--- config.mk ---
export PLATFORM = sky130hd
export DESIGN_NAME = dual_bank_intc
export DESIGN_NICKNAME = d
export VERILOG_FILES = /design/src/rtl/intc_pkg.sv /design/src/rtl/intc_rst_sync.sv /design/src/rtl/intc_in_sync.sv /design/src/rtl/intc_line_cell.sv /design/src/rtl/intc_bank.sv /design/src/rtl/dual_bank_intc.sv
export SDC_FILE = /design/constraint.sdc
export NUM_CORES = 1
export LEC_CHECK = 0
export CAP_MARGIN = 30
export CORE_ASPECT_RATIO = 0.9
export CORE_MARGIN = 2
export CORE_UTILIZATION = 52
export DETAILED_ROUTE_END_ITERATION = 10
export GPL_TIMING_DRIVEN = 0
export PLACE_DENSITY = 0.7
export SLEW_MARGIN = 25
export SYNTH_ARGS = -nofsm -noshare
export SYNTH_HDL_FRONTEND = slang
export SYNTH_SLANG_ARGS = --single-unit
--- constraint.sdc ---
create_clock -name clk -period 22.2 [get_ports clk]
set_input_delay 4.44 -clock clk [delete_from_list [all_inputs] [get_ports clk]]
set_output_delay 4.44 -clock clk [all_outputs]
set_load 0.01 [all_outputs]
--- src/rtl/intc_pkg.sv ---
package intc_pkg;

  // Register index inside one bank (word address bits 2:0).
  typedef enum logic [2:0] {
    IDX_SRC  = 3'd0,
    IDX_EN   = 3'd1,
    IDX_ACK  = 3'd2,
    IDX_MODE = 3'd3,
    IDX_POL  = 3'd4,
    IDX_STAT = 3'd5
  } reg_idx_e;

  localparam int unsigned IDX_W     = 3;
  localparam int unsigned NUM_BANKS = 2;

endpackage

--- src/rtl/intc_rst_sync.sv ---
module intc_rst_sync (
  input  logic clk,
  input  logic rst_n,
  output logic rst_q_n
);

  logic stage1_q;
  logic stage2_q;

  always_ff @(posedge clk or negedge rst_n) begin
    if (!rst_n) begin
      stage1_q <= 1'b0;
      stage2_q <= 1'b0;
    end else begin
      stage1_q <= 1'b1;
      stage2_q <= stage1_q;
    end
  end

  assign rst_q_n = stage2_q;

endmodule

--- src/rtl/intc_in_sync.sv ---
module intc_in_sync #(
  parameter int unsigned LINES  = 32,
  parameter int unsigned STAGES = 2
) (
  input  logic             clk,
  input  logic             rst_n,
  input  logic [LINES-1:0] async_in,
  output logic [LINES-1:0] sync_cur,
  output logic [LINES-1:0] sync_prev
);

  logic [LINES-1:0] stg_q [STAGES];
  logic [LINES-1:0] prev_q;

  genvar s;
  generate
    for (s = 0; s < STAGES; s++) begin : g_stage
      logic [LINES-1:0] stg_d;
      if (s == 0) begin : g_first
        assign stg_d = async_in;
      end else begin : g_next
        assign stg_d = stg_q[s-1];
      end
      always_ff @(posedge clk or negedge rst_n) begin
        if (!rst_n) begin
          stg_q[s] <= '0;
        end else begin
          stg_q[s] <= stg_d;
        end
      end
    end
  endgenerate

  always_ff @(posedge clk or negedge rst_n) begin
    if (!rst_n) begin
      prev_q <= '0;
    end else begin
      prev_q <= stg_q[STAGES-1];
    end
  end

  assign sync_cur  = stg_q[STAGES-1];
  assign sync_prev = prev_q;

endmodule

--- src/rtl/intc_line_cell.sv ---
module intc_line_cell (
  input  logic clk,
  input  logic rst_n,
  input  logic cur,
  input  logic prev,
  input  logic edge_mode,
  input  logic act_high,
  input  logic ack,
  output logic edge_hit,
  output logic lat_q,
  output logic pend
);

  logic level_act;
  logic lat_d;

  always_comb begin
    if (act_high) begin
      edge_hit  = cur & ~prev;
      level_act = cur;
    end else begin
      edge_hit  = ~cur & prev;
      level_act = ~cur;
    end
    // A fresh edge overrides an acknowledge in the same cycle.
    lat_d = edge_mode & ((lat_q & ~ack) | edge_hit);
    pend  = edge_mode ? lat_q : level_act;
  end

  always_ff @(posedge clk or negedge rst_n) begin
    if (!rst_n) begin
      lat_q <= 1'b0;
    end else begin
      lat_q <= lat_d;
    end
  end

endmodule

--- src/rtl/intc_bank.sv ---
module intc_bank
  import intc_pkg::*;
#(
  parameter int unsigned LINES = 32
) (
  input  logic             clk,
  input  logic             rst_n,
  input  logic             wr_en,
  input  logic [IDX_W-1:0] idx,
  input  logic [LINES-1:0] wdata,
  input  logic [LINES-1:0] sync_cur,
  input  logic [LINES-1:0] sync_prev,
  output logic [LINES-1:0] rd_data,
  output logic             out_q,
  output logic [LINES-1:0] en_q,
  output logic [LINES-1:0] mode_q,
  output logic [LINES-1:0] pol_q,
  output logic [LINES-1:0] lat_q,
  output logic [LINES-1:0] ack_bits,
  output logic [LINES-1:0] edge_bits
);

  logic             en_we;
  logic             mode_we;
  logic             pol_we;
  logic [LINES-1:0] en_d;
  logic [LINES-1:0] mode_d;
  logic [LINES-1:0] pol_d;
  logic [LINES-1:0] pend;
  logic [LINES-1:0] status;
  logic             out_d;

  // Next-state logic
  always_comb begin
    en_we    = wr_en && (idx == IDX_EN);
    mode_we  = wr_en && (idx == IDX_MODE);
    pol_we   = wr_en && (idx == IDX_POL);
    ack_bits = (wr_en && (idx == IDX_ACK)) ? wdata : '0;
    en_d     = wdata;
    mode_d   = wdata;
    pol_d    = wdata;
    status   = pend & en_q;
    out_d    = |status;
  end

  // Registers with explicit clock enables
  always_ff @(posedge clk or negedge rst_n) begin
    if (!rst_n) begin
      en_q <= '0;
    end else if (en_we) begin
      en_q <= en_d;
    end
  end

  always_ff @(posedge clk or negedge rst_n) begin
    if (!rst_n) begin
      mode_q <= '0;
    end else if (mode_we) begin
      mode_q <= mode_d;
    end
  end

  always_ff @(posedge clk or negedge rst_n) begin
    if (!rst_n) begin
      pol_q <= '0;
    end else if (pol_we) begin
      pol_q <= pol_d;
    end
  end

  always_ff @(posedge clk or negedge rst_n) begin
    if (!rst_n) begin
      out_q <= 1'b0;
    end else begin
      out_q <= out_d;
    end
  end

  genvar i;
  generate
    for (i = 0; i < LINES; i++) begin : g_line
      intc_line_cell u_cell (
        .clk       (clk),
        .rst_n     (rst_n),
        .cur       (sync_cur[i]),
        .prev      (sync_prev[i]),
        .edge_mode (mode_q[i]),
        .act_high  (pol_q[i]),
        .ack       (ack_bits[i]),
        .edge_hit  (edge_bits[i]),
        .lat_q     (lat_q[i]),
        .pend      (pend[i])
      );
    end
  endgenerate

  // Read view
  always_comb begin
    unique case (idx)
      IDX_SRC:  rd_data = sync_cur;
      IDX_EN:   rd_data = en_q;
      IDX_MODE: rd_data = mode_q;
      IDX_POL:  rd_data = pol_q;
      IDX_STAT: rd_data = status;
      default:  rd_data = '0;
    endcase
  end

endmodule

--- src/rtl/dual_bank_intc.sv ---
module dual_bank_intc
  import intc_pkg::*;
#(
  parameter int unsigned LINES       = 32,
  parameter int unsigned ADDR_W      = 4,
  parameter int unsigned SYNC_STAGES = 2
) (
  input  logic              clk,
  input  logic              rst_n,
  input  logic [LINES-1:0]  irq_lines,
  input  logic              reg_wr_en,
  input  logic [ADDR_W-1:0] reg_addr,
  input  logic [LINES-1:0]  reg_wdata,
  output logic [LINES-1:0]  reg_rdata,
  output logic              irq_out,
  output logic              fiq_out
);

  localparam int unsigned BANK_BIT = IDX_W;

  logic             rst_q_n;
  logic [LINES-1:0] sync_cur;
  logic [LINES-1:0] sync_prev;
  logic             addr_in_range;
  logic             sel_bank;
  logic [IDX_W-1:0] sel_idx;

  logic [LINES-1:0] bank_rd   [NUM_BANKS];
  logic             bank_out  [NUM_BANKS];
  logic [LINES-1:0] bank_en   [NUM_BANKS];
  logic [LINES-1:0] bank_mode [NUM_BANKS];
  logic [LINES-1:0] bank_pol  [NUM_BANKS];
  logic [LINES-1:0] bank_lat  [NUM_BANKS];
  logic [LINES-1:0] bank_ack  [NUM_BANKS];
  logic [LINES-1:0] bank_edge [NUM_BANKS];

  intc_rst_sync u_rst (
    .clk     (clk),
    .rst_n   (rst_n),
    .rst_q_n (rst_q_n)
  );

  intc_in_sync #(
    .LINES  (LINES),
    .STAGES (SYNC_STAGES)
  ) u_sync (
    .clk       (clk),
    .rst_n     (rst_q_n),
    .async_in  (irq_lines),
    .sync_cur  (sync_cur),
    .sync_prev (sync_prev)
  );

  always_comb begin
    addr_in_range = ((reg_addr >> (BANK_BIT + 1)) == '0);
    sel_bank      = reg_addr[BANK_BIT];
    sel_idx       = reg_addr[IDX_W-1:0];
  end

  genvar b;
  generate
    for (b = 0; b < NUM_BANKS; b++) begin : g_bank
      logic bank_we;
      assign bank_we = reg_wr_en && addr_in_range && (sel_bank == b[0]);
      intc_bank #(
        .LINES (LINES)
      ) u_bank (
        .clk       (clk),
        .rst_n     (rst_q_n),
        .wr_en     (bank_we),
        .idx       (sel_idx),
        .wdata     (reg_wdata),
        .sync_cur  (sync_cur),
        .sync_prev (sync_prev),
        .rd_data   (bank_rd[b]),
        .out_q     (bank_out[b]),
        .en_q      (bank_en[b]),
        .mode_q    (bank_mode[b]),
        .pol_q     (bank_pol[b]),
        .lat_q     (bank_lat[b]),
        .ack_bits  (bank_ack[b]),
        .edge_bits (bank_edge[b])
      );
    end
  endgenerate

  always_comb begin
    if (addr_in_range) begin
      reg_rdata = sel_bank ? bank_rd[1] : bank_rd[0];
    end else begin
      reg_rdata = '0;
    end
  end

  assign irq_out = bank_out[0];
  assign fiq_out = bank_out[1];

  // Named views for the bound checker
  logic [LINES-1:0] n_en_q, f_en_q, n_mode_q, f_mode_q, n_pol_q;
  logic [LINES-1:0] n_lat_q, f_lat_q, n_ack, f_ack, n_edge, f_edge, f_pol_q;
  assign n_en_q   = bank_en[0];
  assign f_en_q   = bank_en[1];
  assign n_mode_q = bank_mode[0];
  assign f_mode_q = bank_mode[1];
  assign n_pol_q  = bank_pol[0];
  assign f_pol_q  = bank_pol[1];
  assign n_lat_q  = bank_lat[0];
  assign f_lat_q  = bank_lat[1];
  assign n_ack    = bank_ack[0];
  assign f_ack    = bank_ack[1];
  assign n_edge   = bank_edge[0];
  assign f_edge   = bank_edge[1];

endmodule

; ---- Word level (Yosys, flattened, before mapping)
; Index checks and enable logic that the tools add are counted.
[op_classes]
eq_ne = 5
muxes = 197
bitwise = 387
reduce_logical = 13
[op_table]
columns = operator, n
row1 = 32-bit case mux with 5 select lines, 2
row2 = 1-bit AND, 192
row3 = 1-bit 2-to-1 mux, 192
row4 = 1-bit inverter, 129
row5 = 32-bit 2-to-1 mux, 3
row6 = 32-bit AND, 2
row7 = 1-bit OR, 64
row8 = 32-bit OR reduction, 2
row9 = 1-bit logical AND, 10
row10 = 3-bit by 2-bit equality test with 1-bit output (second input constant), 2
row11 = 3-bit equality test (second input constant), 2
row12 = 3-bit by 1-bit equality test with 1-bit output (second input constant), 1
row13 = 3-bit zero test, 1
[word_totals]
ff_bits = 356
input_bits = 71
out_inout_bits = 34
elab_cells = 679

; ---- Longest topological paths before layout
; Gate-level depths: netlist of the first run.
[logic_depth]
ltp_word = 8
depth_mapped = 8
depth_no_buf = 5

; ---- By module
; From an unflattened synthesis of the first run, not the netlist that was laid out.
[hier_totals]
hier_cells = 1805
area_unflattened_um2 = 20084.3
[modules_own_cells]
columns = mod, n_inst, cells_per_inst, area_each_um2, seq_area_each_um2
row1 = intc_bank, 2, 482, 5258.8, 2427.3
row2 = intc_line_cell, 64, 11, 102.6, 25.0
row3 = intc_in_sync, 1, 96, 2402.3, 2402.3
row4 = dual_bank_intc, 1, 38, 544.3, 0.0
row5 = intc_rst_sync, 1, 3, 53.8, 50.0

; ---- Worst setup path after synthesis of the first run
; Ideal clock, no wire load.
[synth_timing]
kind = input port to output port
startpoint = in reg_addr[0]
endpoint = out reg_rdata[12]
arrival_time_ns = 5.897
t_required_ns = 17.760
slack_ns = 11.863
cell_stages = 7
path_cell_list = buf_2 or2_1 buf_2 buf_6 o221ai_2 a21oi_1 a2111oi_1
[synth_between]
elab_chain_cells = 3
[synth_rtl]
columns = item, line
row1 = "start, declared", dual_bank_intc.sv:12  ; input logic [ADDR_W-1:0] reg_addr,
row2 = "3-bit equality test, or another cell as far along", intc_bank.sv:99  ; unique case (idx)
row3 = 32-bit case mux with 5 select lines, intc_bank.sv:99
row4 = 32-bit 2-to-1 mux *, dual_bank_intc.sv:89  ; reg_rdata = sel_bank ? bank_rd[1] : bank_rd[0];
row5 = "end, declared", dual_bank_intc.sv:14  ; output logic [LINES-1:0] reg_rdata,
; Every way passes the cells marked *; elsewhere a longest branch is shown, timed or not.

; ---- Final worst setup path of the first run
[layout_timing]
startpoint = in reg_addr[1]
endpoint = out reg_rdata[1]
; The elaborated chain is that of the path after synthesis.

==> run metrics, run 1 <==
Layout Area Growth over Synthesis=17.7%; GRT Resource Usage Total=31.5%; CP Launch Point=reg_addr[1]; I/O Pins=105; clk buf depth=3; Reg2Reg Setup Slack=19.37 ns; Via density=6.19; combinational power share=20.5%; Worst Tran Pin Value=1.08 ns; Row Count=64; worst skew pair latency=0.55 ns; Final min period=12.85 ns; Req. time, crit path=17.76 ns; top-count cell post-synth=dfrtp_1; cell count after synthesis=1681; crit start category=input port; Max Cap Viol=0; Setup-failing EPs final=0; CTS tree=yes; CTS root buffer=clkbuf_16; sw frac=29.9%; fmax=0.0778 GHz; largest cells by area after synthesis=dfrtp_1 (50%), mux2_2 (13%), nand2_1 (4.4%); register area=8910 um^2; Final Slew Violations=0; multi-input logic area=8270 um^2; CP Capture Point=reg_rdata[1]; CTS buffer count=39; Die Y=179 um; global-route wire length before repair=84.1 mm; Initial Util=52.5%; Post-Synth XOR/XNOR Area=3.15%; Reg clk slew, reported paths=0.06 ns; cts repair resizes=0; Setup crit end kind=output pin; Post-synth EDFFs=0; Post-CTS Setup Bufs=0; initial antenna violation count=0; Pleak=8.77 nW; Iter 0 DRT Violations=1525; nets@finish=1904; H-tree depth=2; drt total wl=55.7 mm; Synth Area in Compound Gates=13.6%; DR WL/cell=23.9 um; R2R cell count=6; Syn Nets=1752; area fraction in and, or, nand and nor cells after synthesis=13.1%; layout cells sized above 1=19.8%; Yosys reg bits=356; via count=14400; R2R Path Start=u_sync.sync_cur[20]; Overflow after GRT=0; Final Cycle Share=57.9%; Hold-fix buffers, CTS=0; worst hold path type=register to asynchronous set/reset pin; Peak VDD IR=0.0000627 V; reg2reg end=g_bank[0].u_bank.out_q; share of the synthesized area in the top cell type=50.1%; post-route ant nets=0; run status=finished, final reports clean; Primary FF master, synth=dfrtp_1; unrepaired setup endpoints after global routing=false; Synth Area in Adders=0%; asr flop ratio synth=100%; Syn. warnings=0; Core Region=33900 um^2; drt first pass iters=6; final hold slack=0.263 ns; sequential power share=44.9%; post-route total power=1.95 mW; Hold Violations, Final=0; largest family of logic cells by synthesized area=multiplexers; commonest cells in the netlist=dfrtp_1 (356), nand2_1 (209), mux2_2 (206), a21oi_1 (129), o21ai_0 (82); critical path class=input port to output pin; post-synth top area cell=dfrtp_1; die width=199 um; syn_area_per_cell=10.6 um^2; Worst Skew=0.0173 ns; Worst Path Arrival=8.41 ns; setup TNS=0 ns; DIE AREA=35700 um^2; vias in the first global route=14000; PD cells=93.2 nW/um^2; crit path max fanout=10; Synth cell types=55; antenna cells=0; P_int=1.37 mW; clock power share=34.6%; largest net degree at the start of global routing=53; post-detail-place hpwl=36.7 mm; gpl congestion=0.946; P_sw=0.584 mW; Synth Cell Area=17800 um^2; port buffer count=104; mux share of post-synthesis cell area=16.6%; Seq/Total Area, Yosys=50.1%; Slew headroom=28.1%; clk sink count=356; DRC viols=0; Fill cells=2755
-- logic make-up (layout without fill, tap and decap cells) --
group | Yosys count | after routing
AND/OR/NAND/NOR | 482 | 482
AO/OA/AOI/OAI | 394 | 394
multiplexers | 266 | 266
other | 1 | 1
flip-flops | 356 | 356
buffers and inverters | 118 | 300
XOR/XNOR | 64 | 64
-- sequential cells by signal, summed over array words and instances, names as in the netlist --
name and flops:
g_bank.u_bank.mode_q 64, g_bank.u_bank.pol_q 64, u_sync.sync_prev 32, g_bank.u_bank.en_q 64, u_rst.stage1_q 1, u_sync.sync_cur 32, g_bank.u_bank.out_q 2, u_sync.g_stage.stg_d 32
u_rst.rst_q_n 1, g_bank.u_bank.g_line.u_cell.lat_q 64
-- cells in the final DEF, fill, tap and decap left out, types with 4 or more instances in the layout --
| cell type | Yosys | layout |
|---|---|---|
| o2111ai_1 | 9 | 9 |
| o221ai_1 | 15 | 15 |
| nand4_1 | 7 | 7 |
| buf_16 | 0 | 6 |
| a31oi_1 | 8 | 8 |
| o21ai_1 | 6 | 6 |
| o22ai_1 | 69 | 69 |
| clkbuf_8 | 0 | 11 |
| xnor2_1 | 8 | 8 |
| buf_6 | 5 | 5 |
| nand2_1 | 209 | 209 |
| or3_1 | 5 | 5 |
| mux2i_1 | 39 | 39 |
| nor3_1 | 8 | 8 |
| nand2b_1 | 61 | 61 |
| nor4_1 | 8 | 8 |
| dfrtp_1 | 356 | 355 |
| a21oi_1 | 129 | 129 |
| and3_1 | 21 | 21 |
| nor2_1 | 51 | 51 |
| clkdlybuf4s50_1 | 0 | 104 |
| o21ai_0 | 82 | 82 |
| mux2_1 | 21 | 21 |
| a22oi_1 | 33 | 33 |
| mux2_2 | 206 | 206 |
| xor2_1 | 56 | 56 |
| a311oi_1 | 11 | 11 |
| nor2b_1 | 57 | 57 |
| o211ai_1 | 7 | 7 |
| clkbuf_1 | 26 | 33 |
| a2111oi_1 | 4 | 4 |
| inv_1 | 8 | 8 |
| buf_4 | 16 | 16 |
| clkbuf_16 | 0 | 41 |
| clkinv_2 | 0 | 6 |
| nand3_1 | 39 | 39 |
| buf_2 | 59 | 59 |
-- cell type report --
class | instances | area share [%]
clock buffers | 60 | 5.76
plain buffers | 109 | 2.78
repair buffers | 111 | 5.85
flip-flops and latches | 356 | 42.6
inverters | 9 | 0.161
clock inverters | 11 | 0.645
well taps | 462 | 2.76
multi-input cells | 1207 | 39.5
-- metal layers --
layer	global-route usage, %	vias to the layer above	part of all wire, %
met5	0.137	-	0
met4	14.4	0	5.1
met3	8.67	178	11
met2	46.3	717	43
met1	43.5	7110	41
li1	-	6376	-
-- power by group through the flow --
stage	sequential [mW]	combinational (mW)	clock [mW]
2_1_floorplan	0.859	0.269	0
3_3_place_gp	0.887	0.364	0
3_5_place_dp	0.882	0.390	0
4_1_cts	0.871	0.393	0.685
5_1_grt	0.892	0.434	0.712
6_report	0.876	0.400	0.676
-- through the flow --
stage / std cells / setup slack [ns] / util (%) / cell area [um^2]
4_1_cts: 2325 / 9.57 / 61.8 / 20900
5_1_grt: 2325 / 9.48 / 61.8 / 20900
3_3_place_gp: 2247 / 7.39 / 57.3 / 19400
6_report: 2325 / 9.35 / 61.8 / 20900
2_1_floorplan: 1681 / 11.54 / - / 17800
3_5_place_dp: 2254 / 9.57 / 57.9 / 19600
-- worst max-delay path, stage by stage --
cell	delay (ns)
clkdlybuf4s50_1	0.56
inv_2	0.26
and3_1	0.19
clkbuf_1	0.46
clkbuf_1	0.86
a21oi_1	0.07
a2111oi_1	0.87
clkdlybuf4s50_1	0.68
-- how the worst min path moves through the flow --
stage                                             end                       start  slack, ns  cells past startpoint
final                      g_bank[1].u_bank.pol_q[21]               u_rst.rst_q_n       0.26                      0
after global routing       g_bank[1].u_bank.pol_q[21]               u_rst.rst_q_n       0.31                      0
after CTS                  g_bank[1].u_bank.pol_q[21]               u_rst.rst_q_n       0.28                      0
after detailed placement  u_sync.g_stage[1].stg_d[21]               u_rst.rst_q_n       0.28                      0
after global placement             u_sync.sync_cur[8]  u_sync.g_stage[1].stg_d[8]       0.33                      0
after floorplan                         u_rst.rst_q_n              u_rst.stage1_q       0.33                      0
(Power assumes the default switching activity.)
==> run 2, diff against run 1 <==
- PLACE_DENSITY: 0.7 -> 0.73
- clock period: 22.2 -> 11.7 ns (I/O delays scaled with it)
==> run 2 against run 1 <==
Net effect: combinational power increased by 90%; via count grew 1.2%; flip-flop and latch count unchanged; non-clock buffer count up 2; core utilization is 0.32 points lower; routed wire length fell by 0.21%; count of clock-buffer cells in the layout is 1 lower; worst setup slack lost 6.3 ns; clock power increased by 78%; critical endpoint unchanged; largest power group unchanged.
==> run metrics, run 2 (synthesized netlist as in run 1, its figures left out) <==
Core Region=33900 um^2 (unchanged); worst hold path type=register to asynchronous set/reset pin; Slew headroom=28.3% (+0.24 points); Peak VDD IR=0.000107 V (+71%); nets@finish=1906 (+0.11%); die width=199 um (unchanged); CP Cell Sequence=clkdlybuf4s50_1 -> inv_2 -> and3_1 -> clkbuf_1 -> clkbuf_1 -> a21oi_1 -> a2111oi_1 -> clkdlybuf4s50_1; Worst Skew=0.0122 ns (-0.00511 ns); Final Cycle Share=73.7%; cts repair resizes=0 (unchanged); Final Slew Violations=0 (unchanged); Row Count=64 (unchanged); worst skew pair latency=0.54 ns (about the same); initial antenna violation count=0 (unchanged); multi-input logic area=8270 um^2 (unchanged); CTS buffer count=39 (unchanged); GRT Resource Usage Total=31.4% (-0.13 points); Hold-fix buffers, CTS=0 (unchanged); Overflow after GRT=0 (unchanged); post-detail-place hpwl=36.8 mm (+0.31%); M1 wire length=22.4 mm (-1.5%); DRC viols=0 (unchanged); unrepaired setup endpoints after global routing=false; commonest non-fill, non-tap cell in the layout=dfrtp_1; Req. time, crit path=9.36 ns (-8.40 ns); Hold Violations, Final=0 (unchanged); Post-CTS Setup Bufs=0 (unchanged); PD cells=174 nW/um^2 (+87%); post-route cell area=20800 um^2 (-0.52%); critical path class=input port to output pin; Finished Layout Cells=2320 (-0.22%); post-route ant nets=0 (unchanged); drt first pass iters=6 (unchanged); Die Y=179 um (unchanged); PnR worst setup slack=3.08 ns (-6.27 ns); run status=finished, final reports clean; crit start category=input port; Fill cells=2725 (-1.1%); antenna cells=0 (unchanged); met3 wire len=6.16 mm (+4.6%); Max Cap Viol=0 (unchanged); Detail Route met2 WL=24.2 mm (+0.23%); CTS tree=yes; vias in the first global route=14100 (+1.0%); clk buf depth=3 (unchanged); Layout Area Growth over Synthesis=17.1%; Worst Path Arrival=6.28 ns (-2.13 ns); CP max stage delay=0.86 ns (about the same); Setup crit end kind=output pin; global-route wire length before repair=84.0 mm (about the same); DP Area=19600 um^2 (about the same); worst slack at placement=3.31 ns (-6.26 ns); Reg clk slew, reported paths=0.05 ns (about the same); Critical-path top delay cell=a2111oi_1; CTS root buffer=clkbuf_16; drt total wl=55.5 mm (-0.21%); clk sink count=356 (unchanged); placed cells=2255 (+0.044%); Worst Tran Pin Value=1.08 ns (-0.00353 ns); layout cells sized above 1=19.4% (-0.38 points); gpl congestion=0.957 (+1.1%); Via density=6.27 (+1.4%); setup TNS=0 ns (unchanged); final core utilization=61.5% (-0.32 points); I/O Pins=105 (unchanged); most frequent cells in the layout=dfrtp_1 (355), nand2_1 (209), mux2_2 (206); Iter 0 DRT Violations=1648 (+8.1%); DIE AREA=35700 um^2 (unchanged); register area=8910 um^2 (unchanged); DR WL/cell=23.9 um (about the same); port buffer count=104 (unchanged); crit path max fanout=10 (unchanged); fmax=0.116 GHz; Initial Util=52.5% (unchanged); via count=14600 (+1.2%); Setup-failing EPs final=0 (unchanged); largest net degree at the start of global routing=54 (+1.9%); Final min period=8.62 ns; Pleak=8.71 nW (-0.65%); H-tree depth=2 (unchanged); topmost layer with routed signal wires=met4
## run 2: cell types whose count changed in the layout (fill, tap and decap cells not counted), sizes merged
cell / previous run / this run
bufinv: 3 / 1
clkbuf: 86 / 85
clkinvlp: 2 / 1
clkinv: 6 / 3
buf: 90 / 92
## run 2: path summary, 6_finish.rpt
check | from | endpoint | slack, ns | cells after the start
min in group clk | u_sync.g_stage[1].stg_d[6] | u_sync.sync_cur[6] | 0.34 | 0
worst max-delay path | reg_addr[1] | reg_rdata[1] | 3.08 | 8
max in group asynchronous | rst_n | u_rst.rst_q_n | 9.61 | 1
worst min-delay path | u_rst.rst_q_n | u_sync.sync_cur[21] | 0.25 | 0
worst min register to register | u_rst.rst_q_n | u_sync.sync_cur[21] | 0.25 | 0
worst max register to register | u_sync.sync_cur[20] | g_bank[0].u_bank.out_q | 8.91 | 6
## run 2: report_power, final
group          switching (mW)  internal (mW)  leakage (nW)
logic                   0.383          0.376          3.74
registers               0.219           1.44          4.37
clock network           0.494          0.709         0.601
total                    1.10           2.53          8.71
## run 2: final cells by class
class                   instances  area share, %
plain buffers                 109           2.79
clock buffers                  59           5.63
clock inverters                 5          0.252
inverters                       9          0.162
multi-input cells            1207           39.7
flip-flops and latches        356           42.8
well taps                     462           2.77
repair buffers                113           5.93
## run 2: layer usage
metal | up-vias | GRT usage (%)
li1 | 6333 | -
met1 | 7209 | 44.0
met2 | 829 | 46.3
met3 | 179 | 7.32
met4 | 0 | 14.6
met5 | - | 0
## run 2: metrics by stage
step / hold slack, ns / total power [mW]
finish: 0.248 / 3.62
global route: 0.291 / 3.79
CTS: 0.267 / 3.62
detailed placement: 0.263 / 2.41
global placement: 0.332 / 2.37
floorplan: 0.331 / 2.14
## run 2: critical path: cells and delay by family
family / cells / cell delay, ns
AOI/OAI and AO/OA: 2 / 0.93
buffers and inverters: 5 / 2.81
and+or+nand+nor: 1 / 0.18
==> run 3, diff against run 2 <==
- clock period: 11.7 -> 7.5 ns (I/O delays scaled with it)
==> run 3 against run 2 <==
Net effect: power increased by 60%; global-route usage decreased by 0.16 points; flip-flop and latch count unchanged; hold slack improved by 0.025 ns; critical path depth unchanged; register-to-register slack got worse by 4.2 ns; count of clock-buffer cells in the layout decreased by 2; largest power group unchanged.
==> run metrics, run 3 (synthesized netlist as in run 1, its figures left out) <==
H-tree depth=2 (unchanged); Final Cycle Share=93.2%; layout cells sized above 1=19.9% (+0.48 points); Setup crit end kind=output pin; Worst Tran Pin Value=1.11 ns (+0.0371 ns); CP Buf/Inv Count=5 (unchanged); PnR worst setup slack=0.506 ns (-2.57 ns); gpl congestion=0.949 (-0.79%); Reg2Reg Setup Slack=4.74 ns (-4.17 ns); nets@finish=1904 (-0.10%); largest net degree at the start of global routing=54 (unchanged); GRT Resource Usage Total=31.2% (-0.16 points); CP Cell Sequence=clkdlybuf4s50_1 -> inv_2 -> and3_1 -> clkbuf_1 -> clkbuf_1 -> a21oi_1 -> a2111oi_1 -> clkdlybuf4s50_1; CTS buffer count=39 (unchanged); Worst Path Arrival=5.49 ns (-0.79 ns); Final min period=6.99 ns; reg2reg end=g_bank[0].u_bank.out_q; Initial Util=52.5% (unchanged); final core utilization=61.9% (+0.38 points); Finished Layout Cells=2326 (+0.26%); Layout Area Growth over Synthesis=17.8%; DRC viols=0 (unchanged); commonest non-fill, non-tap cell in the layout=dfrtp_1; Worst Skew=0.0154 ns (+0.00320 ns); Overflow after GRT=0 (unchanged); Row Count=64 (unchanged); Final Slew Violations=0 (unchanged); run status=finished, final reports clean; drt first pass iters=6 (unchanged); Fill cells=2742 (+0.62%); crit start category=input port; clk sink count=356 (unchanged); multi-input logic area=8270 um^2 (unchanged); global-route wire length before repair=83.6 mm (-0.44%); R2R Path Start=u_sync.sync_cur[20]; Hold-fix buffers, CTS=0 (unchanged); register area=8910 um^2 (unchanged); Reg clk slew, reported paths=0.06 ns (about the same); Peak VDD IR=0.000178 V (+66%); crit path max fanout=10 (unchanged); clk buf depth=3 (unchanged); DP Area=19600 um^2 (about the same); R2R cell count=6 (unchanged); post-detail-place hpwl=36.8 mm (-0.25%); post-route ant nets=0 (unchanged); CP delay by family, top=buffers and inverters; DR WL/cell=23.9 um (about the same); Hold Violations, Final=0 (unchanged); CTS tree=yes; die width=199 um (unchanged); placed cells=2254 (-0.044%); post-route total power=5.81 mW (+60%); via count=14600 (+0.096%); CP max stage delay=0.88 ns (+0.02 ns); critical path class=input port to output pin; cts repair resizes=0 (unchanged); unrepaired setup endpoints after global routing=false; drt total wl=55.6 mm (+0.16%); Slew headroom=25.8% (-2.5 points); most frequent cells in the layout=dfrtp_1 (355), nand2_1 (209), mux2_2 (206); vias in the first global route=14100 (+0.11%); setup TNS=0 ns (unchanged); Critical-path top delay cell=a2111oi_1; final hold slack=0.273 ns (+0.0252 ns); port buffer count=104 (unchanged); post-route cell area=21000 um^2 (+0.62%); CTS root buffer=clkbuf_16; worst hold path type=register to asynchronous set/reset pin; Max Cap Viol=0 (unchanged); worst skew pair latency=0.55 ns (about the same); initial antenna violation count=2 (+2); Req. time, crit path=6.00 ns (-3.36 ns); Die Y=179 um (unchanged); Via density=6.26 (-0.16%); Pleak=8.79 nW (+0.88%); PD cells=277 nW/um^2 (+59%); worst slack at placement=0.793 ns (-2.52 ns); Iter 0 DRT Violations=1775 (+7.7%); I/O Pins=105 (unchanged); fmax=0.143 GHz; DIE AREA=35700 um^2 (unchanged); Post-CTS Setup Bufs=0 (unchanged); Setup-failing EPs final=0 (unchanged); Core Region=33900 um^2 (unchanged)
## run 3: changes by cell type in the layout (fill, tap and decap cells not counted), moves of 2 or more
| cell | delta |
|---|---|
| clkinv_2 | +6 |
| clkbuf_1 | -5 |
| buf_12 | -3 |
| buf_16 | +2 |
| bufinv_16 | +3 |
| clkbuf_8 | +3 |
## run 3: area by class of cell
| type | count | share of cell area [%] |
|---|---|---|
| clock inverters | 14 | 0.830 |
| multi-input cells | 1207 | 39.4 |
| diodes | 1 | 0.0119 |
| well taps | 462 | 2.76 |
| inverters | 9 | 0.161 |
| repair buffers | 111 | 5.81 |
| flip-flops and latches | 356 | 42.5 |
| plain buffers | 109 | 2.77 |
| clock buffers | 57 | 5.71 |
## run 3: power by group
group          switching, mW  internal [mW]
Clock                  0.794           1.24
Combinational          0.600          0.586
Sequential             0.340           2.25
## run 3: worst max-delay path by stage
stage | start | to | slack, ns | cells past startpoint
after floorplan | u_rst.rst_q_n | g_bank[0].u_bank.en_q[0] | 1.68 | 0
after global placement | u_rst.rst_q_n | u_sync.sync_cur[7] | -0.50 | 0
after detailed placement | reg_addr[1] | reg_rdata[1] | 0.79 | 8
after CTS | reg_addr[1] | reg_rdata[1] | 0.79 | 8
after global routing | reg_addr[1] | reg_rdata[1] | 0.72 | 8
final | reg_addr[1] | reg_rdata[1] | 0.51 | 8
## run 3: worst register-to-register path: cells and delay by family, from the launching register on
family	cells	cell delay, ns
and+or+nand+nor	2	0.94
AOI/OAI and AO/OA	2	0.85
DFF	1	0.34
buffers and inverters	1	0.31
xor gates and xnor gates	1	0.17
## run 3: layer usage
layer / up-vias / share of wire [%] / GRT usage, %
met3: 213 / 12 / 9.01
met1: 7170 / 39 / 41.8
li1: 6346 / - / -
met4: 2 / 5.4 / 15.6
met2: 833 / 44 / 46.5
met5: - / 0.025 / 0
